`config.mk`:
```
export PLATFORM = sky130hd
export DESIGN_NAME = lat_sweep_bert
export DESIGN_NICKNAME = d
export VERILOG_FILES = /design/src/rtl/lsbc_pkg.sv /design/src/rtl/ref_delay_line.sv /design/src/rtl/sat_counter.sv /design/src/rtl/sweep_ctrl.sv /design/src/rtl/lat_sweep_bert.sv
export SDC_FILE = /design/constraint.sdc
export NUM_CORES = 1
export LEC_CHECK = 0
export BUFFER_PORTS_ARGS = -buffer_cell sky130_fd_sc_hd__buf_2
export CAP_MARGIN = 30
export CORE_AREA = 4 4 149 151
export DETAILED_ROUTE_END_ITERATION = 16
export DIE_AREA = 0 0 153 155
export PLACE_DENSITY = 0.66
export SLEW_MARGIN = 10
export SYNTH_ARGS = -nofsm -noshare
export SYNTH_HDL_FRONTEND = slang
export SYNTH_SLANG_ARGS = --single-unit
```
`constraint.sdc`:
```
create_clock -name clk -period 3.7 [get_ports clk]
set_input_delay 0.74 -clock clk [delete_from_list [all_inputs] [get_ports clk]]
set_output_delay 0.74 -clock clk [all_outputs]
set_load 0.02 [all_outputs]
```
`src/rtl/lsbc_pkg.sv`:
```
package lsbc_pkg;
    typedef enum logic [1:0] {
        ST_IDLE   = 2'd0,
        ST_TRIAL  = 2'd1,
        ST_LOCKED = 2'd2
    } sweep_state_t;
endpackage

```
`src/rtl/ref_delay_line.sv`:
```
module ref_delay_line #(
    parameter int DEPTH = 64,
    localparam int DLY_W = $clog2(DEPTH)
) (
    input  logic             clk,
    input  logic             rst_n,
    input  logic             bit_vld,
    input  logic             tx_bit,
    input  logic [DLY_W-1:0] tap_sel,
    output logic             ref_bit,
    output logic             tap_ready
);
    localparam logic [DLY_W-1:0] FILL_MAX = DLY_W'(DEPTH - 1);

    logic [DEPTH-2:0] hist;
    logic [DLY_W-1:0] fill;
    logic [DEPTH-1:0] taps;

    // history of past strobed tx bits, newest in bit 0
    always_ff @(posedge clk or negedge rst_n) begin
        if (!rst_n) begin
            hist <= '0;
            fill <= '0;
        end else if (bit_vld) begin
            hist <= {hist[DEPTH-3:0], tx_bit};
            if (fill != FILL_MAX) begin
                fill <= fill + DLY_W'(1);
            end
        end
    end

    always_comb begin
        taps      = {hist, tx_bit};
        ref_bit   = taps[tap_sel];
        tap_ready = (fill >= tap_sel);
    end
endmodule

```
`src/rtl/sat_counter.sv`:
```
module sat_counter #(
    parameter int W = 32
) (
    input  logic         clk,
    input  logic         rst_n,
    input  logic         clr,
    input  logic         inc,
    output logic [W-1:0] cnt
);
    always_ff @(posedge clk or negedge rst_n) begin
        if (!rst_n) begin
            cnt <= '0;
        end else if (clr) begin
            cnt <= '0;
        end else if (inc && (cnt != '1)) begin
            cnt <= cnt + W'(1);
        end
    end
endmodule

```
`src/rtl/sweep_ctrl.sv`:
```
module sweep_ctrl
    import lsbc_pkg::*;
#(
    parameter int DLY_W     = 6,
    parameter int TRIAL_LEN = 64,
    localparam int WIN_W    = $clog2(TRIAL_LEN)
) (
    input  logic             clk,
    input  logic             rst_n,
    input  logic             start,
    input  logic             bit_vld,
    input  logic             tap_ready,
    input  logic             mism,
    input  logic [DLY_W-1:0] lo_in,
    input  logic [DLY_W-1:0] hi_in,
    output logic [DLY_W-1:0] cand,
    output logic             locked,
    output logic             fail,
    output logic             count_en
);
    localparam logic [WIN_W-1:0] WIN_LAST = WIN_W'(TRIAL_LEN - 1);

    sweep_state_t     state, state_nx;
    logic [WIN_W-1:0] win;
    logic             miss;
    logic [DLY_W-1:0] lo_q, hi_q;
    logic             cmp_now, win_end, win_bad;

    always_comb begin
        cmp_now = (state == ST_TRIAL) && bit_vld && tap_ready && !start;
        win_end = cmp_now && (win == WIN_LAST);
        win_bad = miss || mism;
    end

    // next-state decision
    always_comb begin
        state_nx = state;
        unique case (state)
            ST_IDLE:   if (start) state_nx = ST_TRIAL;
            ST_TRIAL:  if (start) state_nx = ST_TRIAL;
                       else if (win_end && !win_bad) state_nx = ST_LOCKED;
            ST_LOCKED: if (start) state_nx = ST_TRIAL;
            default:   state_nx = ST_IDLE;
        endcase
    end

    // state register
    always_ff @(posedge clk or negedge rst_n) begin
        if (!rst_n) state <= ST_IDLE;
        else        state <= state_nx;
    end

    // sweep datapath: bounds, candidate, window tally, fail flag
    always_ff @(posedge clk or negedge rst_n) begin
        if (!rst_n) begin
            lo_q <= '0;
            hi_q <= '0;
            cand <= '0;
            win  <= '0;
            miss <= 1'b0;
            fail <= 1'b0;
        end else if (start) begin
            lo_q <= lo_in;
            hi_q <= hi_in;
            cand <= lo_in;
            win  <= '0;
            miss <= 1'b0;
            fail <= 1'b0;
        end else if (cmp_now) begin
            if (win_end) begin
                win  <= '0;
                miss <= 1'b0;
                if (!win_bad) begin
                    fail <= 1'b0;
                end else if (cand >= hi_q) begin
                    cand <= lo_q;
                    fail <= 1'b1;
                end else begin
                    cand <= cand + DLY_W'(1);
                end
            end else begin
                win  <= win + WIN_W'(1);
                miss <= win_bad;
            end
        end
    end

    // outputs decoded from state
    always_comb begin
        locked   = (state == ST_LOCKED);
        count_en = (state == ST_LOCKED) && bit_vld && !start;
    end
endmodule

```
`src/rtl/lat_sweep_bert.sv`:
```
module lat_sweep_bert #(
    parameter int DEPTH     = 64,
    parameter int TRIAL_LEN = 64,
    parameter int CNT_W     = 32,
    localparam int DLY_W    = $clog2(DEPTH)
) (
    input  logic             clk,
    input  logic             rst_n,
    input  logic             start,
    input  logic             bit_vld,
    input  logic             tx_bit,
    input  logic             rx_bit,
    input  logic [DLY_W-1:0] dly_min,
    input  logic [DLY_W-1:0] dly_max,
    output logic [DLY_W-1:0] locked_dly,
    output logic             locked,
    output logic             sweep_fail,
    output logic [CNT_W-1:0] bit_cnt,
    output logic [CNT_W-1:0] err_cnt
);
    logic ref_bit, tap_ready, mism, count_en;

    ref_delay_line #(.DEPTH(DEPTH)) u_dly (
        .clk       (clk),
        .rst_n     (rst_n),
        .bit_vld   (bit_vld),
        .tx_bit    (tx_bit),
        .tap_sel   (locked_dly),
        .ref_bit   (ref_bit),
        .tap_ready (tap_ready)
    );

    assign mism = ref_bit ^ rx_bit;

    sweep_ctrl #(.DLY_W(DLY_W), .TRIAL_LEN(TRIAL_LEN)) u_ctrl (
        .clk       (clk),
        .rst_n     (rst_n),
        .start     (start),
        .bit_vld   (bit_vld),
        .tap_ready (tap_ready),
        .mism      (mism),
        .lo_in     (dly_min),
        .hi_in     (dly_max),
        .cand      (locked_dly),
        .locked    (locked),
        .fail      (sweep_fail),
        .count_en  (count_en)
    );

    sat_counter #(.W(CNT_W)) u_bits (
        .clk   (clk),
        .rst_n (rst_n),
        .clr   (start),
        .inc   (count_en),
        .cnt   (bit_cnt)
    );

    sat_counter #(.W(CNT_W)) u_errs (
        .clk   (clk),
        .rst_n (rst_n),
        .clr   (start),
        .inc   (count_en && mism),
        .cnt   (err_cnt)
    );
endmodule

```
==> results by group <==
Critical path
  • CP startpoint kind: flip-flop
  • CP endpoint kind: flip-flop
  • Data required time of the worst path: 4040 ps
  • Critical path data arrival time: 3610 ps
  • WS Path Type: flip-flop to flip-flop
  • Crit-path max FO: 30

Clocking
  • Root Driver: clkbuf_16
  • CTS Buffer Depth: 2
  • CTS tree: done
  • CTS sink cnt: 161
  • CTS H-tree lvls: 4
  • Hold_buf cts: 0
  • Clk pin slew, worst setup/hold paths: 70 ps
  • Number of CTS-inserted buffers: 17
  • Postcts setup bufs: 0
  • Post_cts resized: 0
  • Skew-Pair Late Insertion Delay: 430 ps

Global routing
  • Global-route wire length before repair: 30.98 mm
  • Global-route congestion overflow total: 0
  • Largest net degree at the start of global routing: 78
  • Initial antenna violation count: 1
  • Vias in the first global route: 5,977
  • Total GRT Usage: 0.1570

Detailed routing
  • Iter 0 DRT Violations: 263
  • Drt pass-1 iters: 4
  • Routed WL per cell: 15.96 um
  • Routed Antenna Nets: 0
  • Vias per std cell: 5.222
  • Vias: 6,000
  • Final Routed Wirelength: 18.33 mm
  • Drt drc: 0

Yosys
  • Async SR Flop Fraction: 1.000
  • Avg Cell Area, Syn: 10.64 sq um
  • Synthesized netlist net count: 805
  • Post-synth top area share: 0.4918
  • Distinct cell type count after synthesis: 57
  • Synth area leader: dfrtp_1
  • Mux share of post-synthesis cell area: 0.1498
  • Seq/Total Area, Yosys: 0.4918
  • Synth warn: 0
  • Main synth FF type: dfrtp_1
  • Post-synthesis cell count: 770
  • Synth Register Bits: 161
  • Synthesized-area fraction occupied by and/or/nand/nor cells: 0.1651
  • Main combinational cell family by area after synthesis: simple AND/OR/NAND/NOR gates
  • XOR/XNOR Fraction of Synth Area: 0.03955
  • Synth Area in Adders: 0.02596
  • EDFF count, synth: 0
  • Post-synthesis compound-gate area fraction: 0.09301
  • Synthesized area: 0.008193 sq mm
  • Ranking of synthesized cells by area: dfrtp_1, mux2_2, nor2_1

Placement
  • # port buffers: 89
  • Placed Area: 0.008969 sq mm
  • Hpwl dp: 12.69 mm
  • GPL Wtd Cong: 0.7989

Floorplanning
  • Die Wd: 153 um
  • FP Rows: 53
  • Initial Util: 0.3935
  • Core ar.: 0.02082 sq mm
  • Die H: 155 um
  • Ports: 90
  • Full die area: 0.02372 sq mm

Timing
  • Final period util: 0.8854
  • Max_slew headroom: 0.4826
  • Final Setup Violations: 0
  • Min Hold Slack: 345.9 ps
  • Min cycle time layout: 3276 ps
  • Final Hold Vio Count: 0
  • Slew @ Worst Pin: 769.0 ps
  • Peak Freq: 305.3 MHz
  • Total negative slack: 0 ps
  • Slew Limit Fails: 0
  • Max Clock Skew: 17.03 ps
  • RSZ-0062 raised after global routing: false

Power and ir drop
  • Worst vdd ir: 0.0002881 V
  • Tot Pwr: 4486 uW
  • P_leak: 0.004397 uW
  • PD cells: 470.9 mW/mm^2

Job
  • Maximum capacitance violations: 0

Finish
  • Layout cell share with drive strength beyond 1: 0.2658
  • Multi-input gate area: 0.003885 sq mm
  • Fin nets: 895
  • Area grow syn2layout: 16.26%
  • Final non-filler cell area: 0.009525 sq mm
  • Util after Layout: 0.4575
  • Register cell area after layout: 0.004029 sq mm
  • Number of fill cells in the layout: 1,975
  • Leading cell type in the layout, fill and taps excluded: dfrtp_1
  • Most frequent cells in the layout: dfrtp_1, buf_2, mux2_2

Hold path
  • Worst hold path class: input pin to async pin

Status
  • Status: finished clean
==> layer usage <==
layer	track usage	share of wire
met4	0.03479	0.0087
met2	0.2548	0.48
met5	0	0
met1	0.2197	0.48
met3	0.03171	0.034
==> registers in the layout, summed over array words and instances, names as in the netlist <==
name,flops
u_bits.cnt,32
u_ctrl.cand,6
u_ctrl.fail,1
u_ctrl.hi_q,6
u_ctrl.lo_q,6
u_ctrl.miss,1
u_ctrl.state,2
u_ctrl.win,6
u_dly.fill,6
u_dly.hist,63
u_errs.cnt,32
==> critical path, stage by stage (launching register included) <==
cell and delay [ps]:
dfrtp_1 410, buf_12 250, mux2_2 360, a221oi_1 310
nand4_1 160, and4b_1 290, o21ai_2 330, nand4_2 400
or4_1 530, a21oi_1 150
==> through the flow <==
step,worst slack [ps],instances
floorplan,753.0,770
global placement,412.8,1116
detailed placement,305.0,1116
CTS,393.6,1148
global route,210.4,1149
finish,424.1,1149
==> final timing paths <==
kind,start,end,slack [ps],cells past startpoint
setup / recovery,u_ctrl.cand[0]$_DFFE_PN0P_,u_errs.cnt[29]$_DFFE_PN0P_,420,9
hold / removal,rst_n,u_dly.hist[19]$_DFFE_PN0P_,350,1
setup reg to reg,u_ctrl.cand[0]$_DFFE_PN0P_,u_errs.cnt[29]$_DFFE_PN0P_,420,9
hold reg to reg,u_dly.fill[4]$_DFFE_PN0P_,u_dly.fill[4]$_DFFE_PN0P_,510,1
max in group asynchronous,rst_n,u_ctrl.win[5]$_DFFE_PN0P_,2530,2
min in group clk,u_dly.fill[4]$_DFFE_PN0P_,u_dly.fill[4]$_DFFE_PN0P_,510,1
==> synth_stat cells, types with 5 or more instances <==
cell type	n
o211ai_1	6
and2_1	10
nor4_1	8
nor3_1	14
inv_1	33
nor2b_1	9
mux2_1	6
xnor2_1	22
o22ai_1	7
or3_1	14
nand2_1	51
dfrtp_1	161
mux2i_1	18
o21ai_0	40
clkbuf_1	26
mux2_2	73
nor2_1	66
or4_1	7
a21oi_1	29
and3_1	12
mux4_2	7
nand2b_1	5
nand3_1	34
ha_1	17
o31ai_1	7
xor2_1	15
nand4_1	17
==> logic make-up after synthesis <==
kind of cell,Yosys count
fa+ha+maj,17
simple gates,266
buf+inv,67
xor+xnor,37
compound gates,118
flops,161
mux,104
==> layout make-up <==
cell class | count | share of cell area
Sequential cell | 161 | 0.4230
Multi-Input combinational cell | 542 | 0.4079
Timing Repair Buffer | 105 | 0.06161
Clock buffer | 20 | 0.04794
Tap cell | 275 | 0.03612
Inverter | 33 | 0.01300
Clock inverter | 12 | 0.01025
Antenna cell | 1 | 0.0002627
==> power breakdown <==
| group | total (uW) | internal, uW | switching [uW] |
|---|---|---|---|
| clock network | 1660 | 908 | 750 |
| registers | 2130 | 1960 | 173 |
| logic | 698 | 356 | 343 |
No activity file was read; power rests on OpenSTA's default activity.
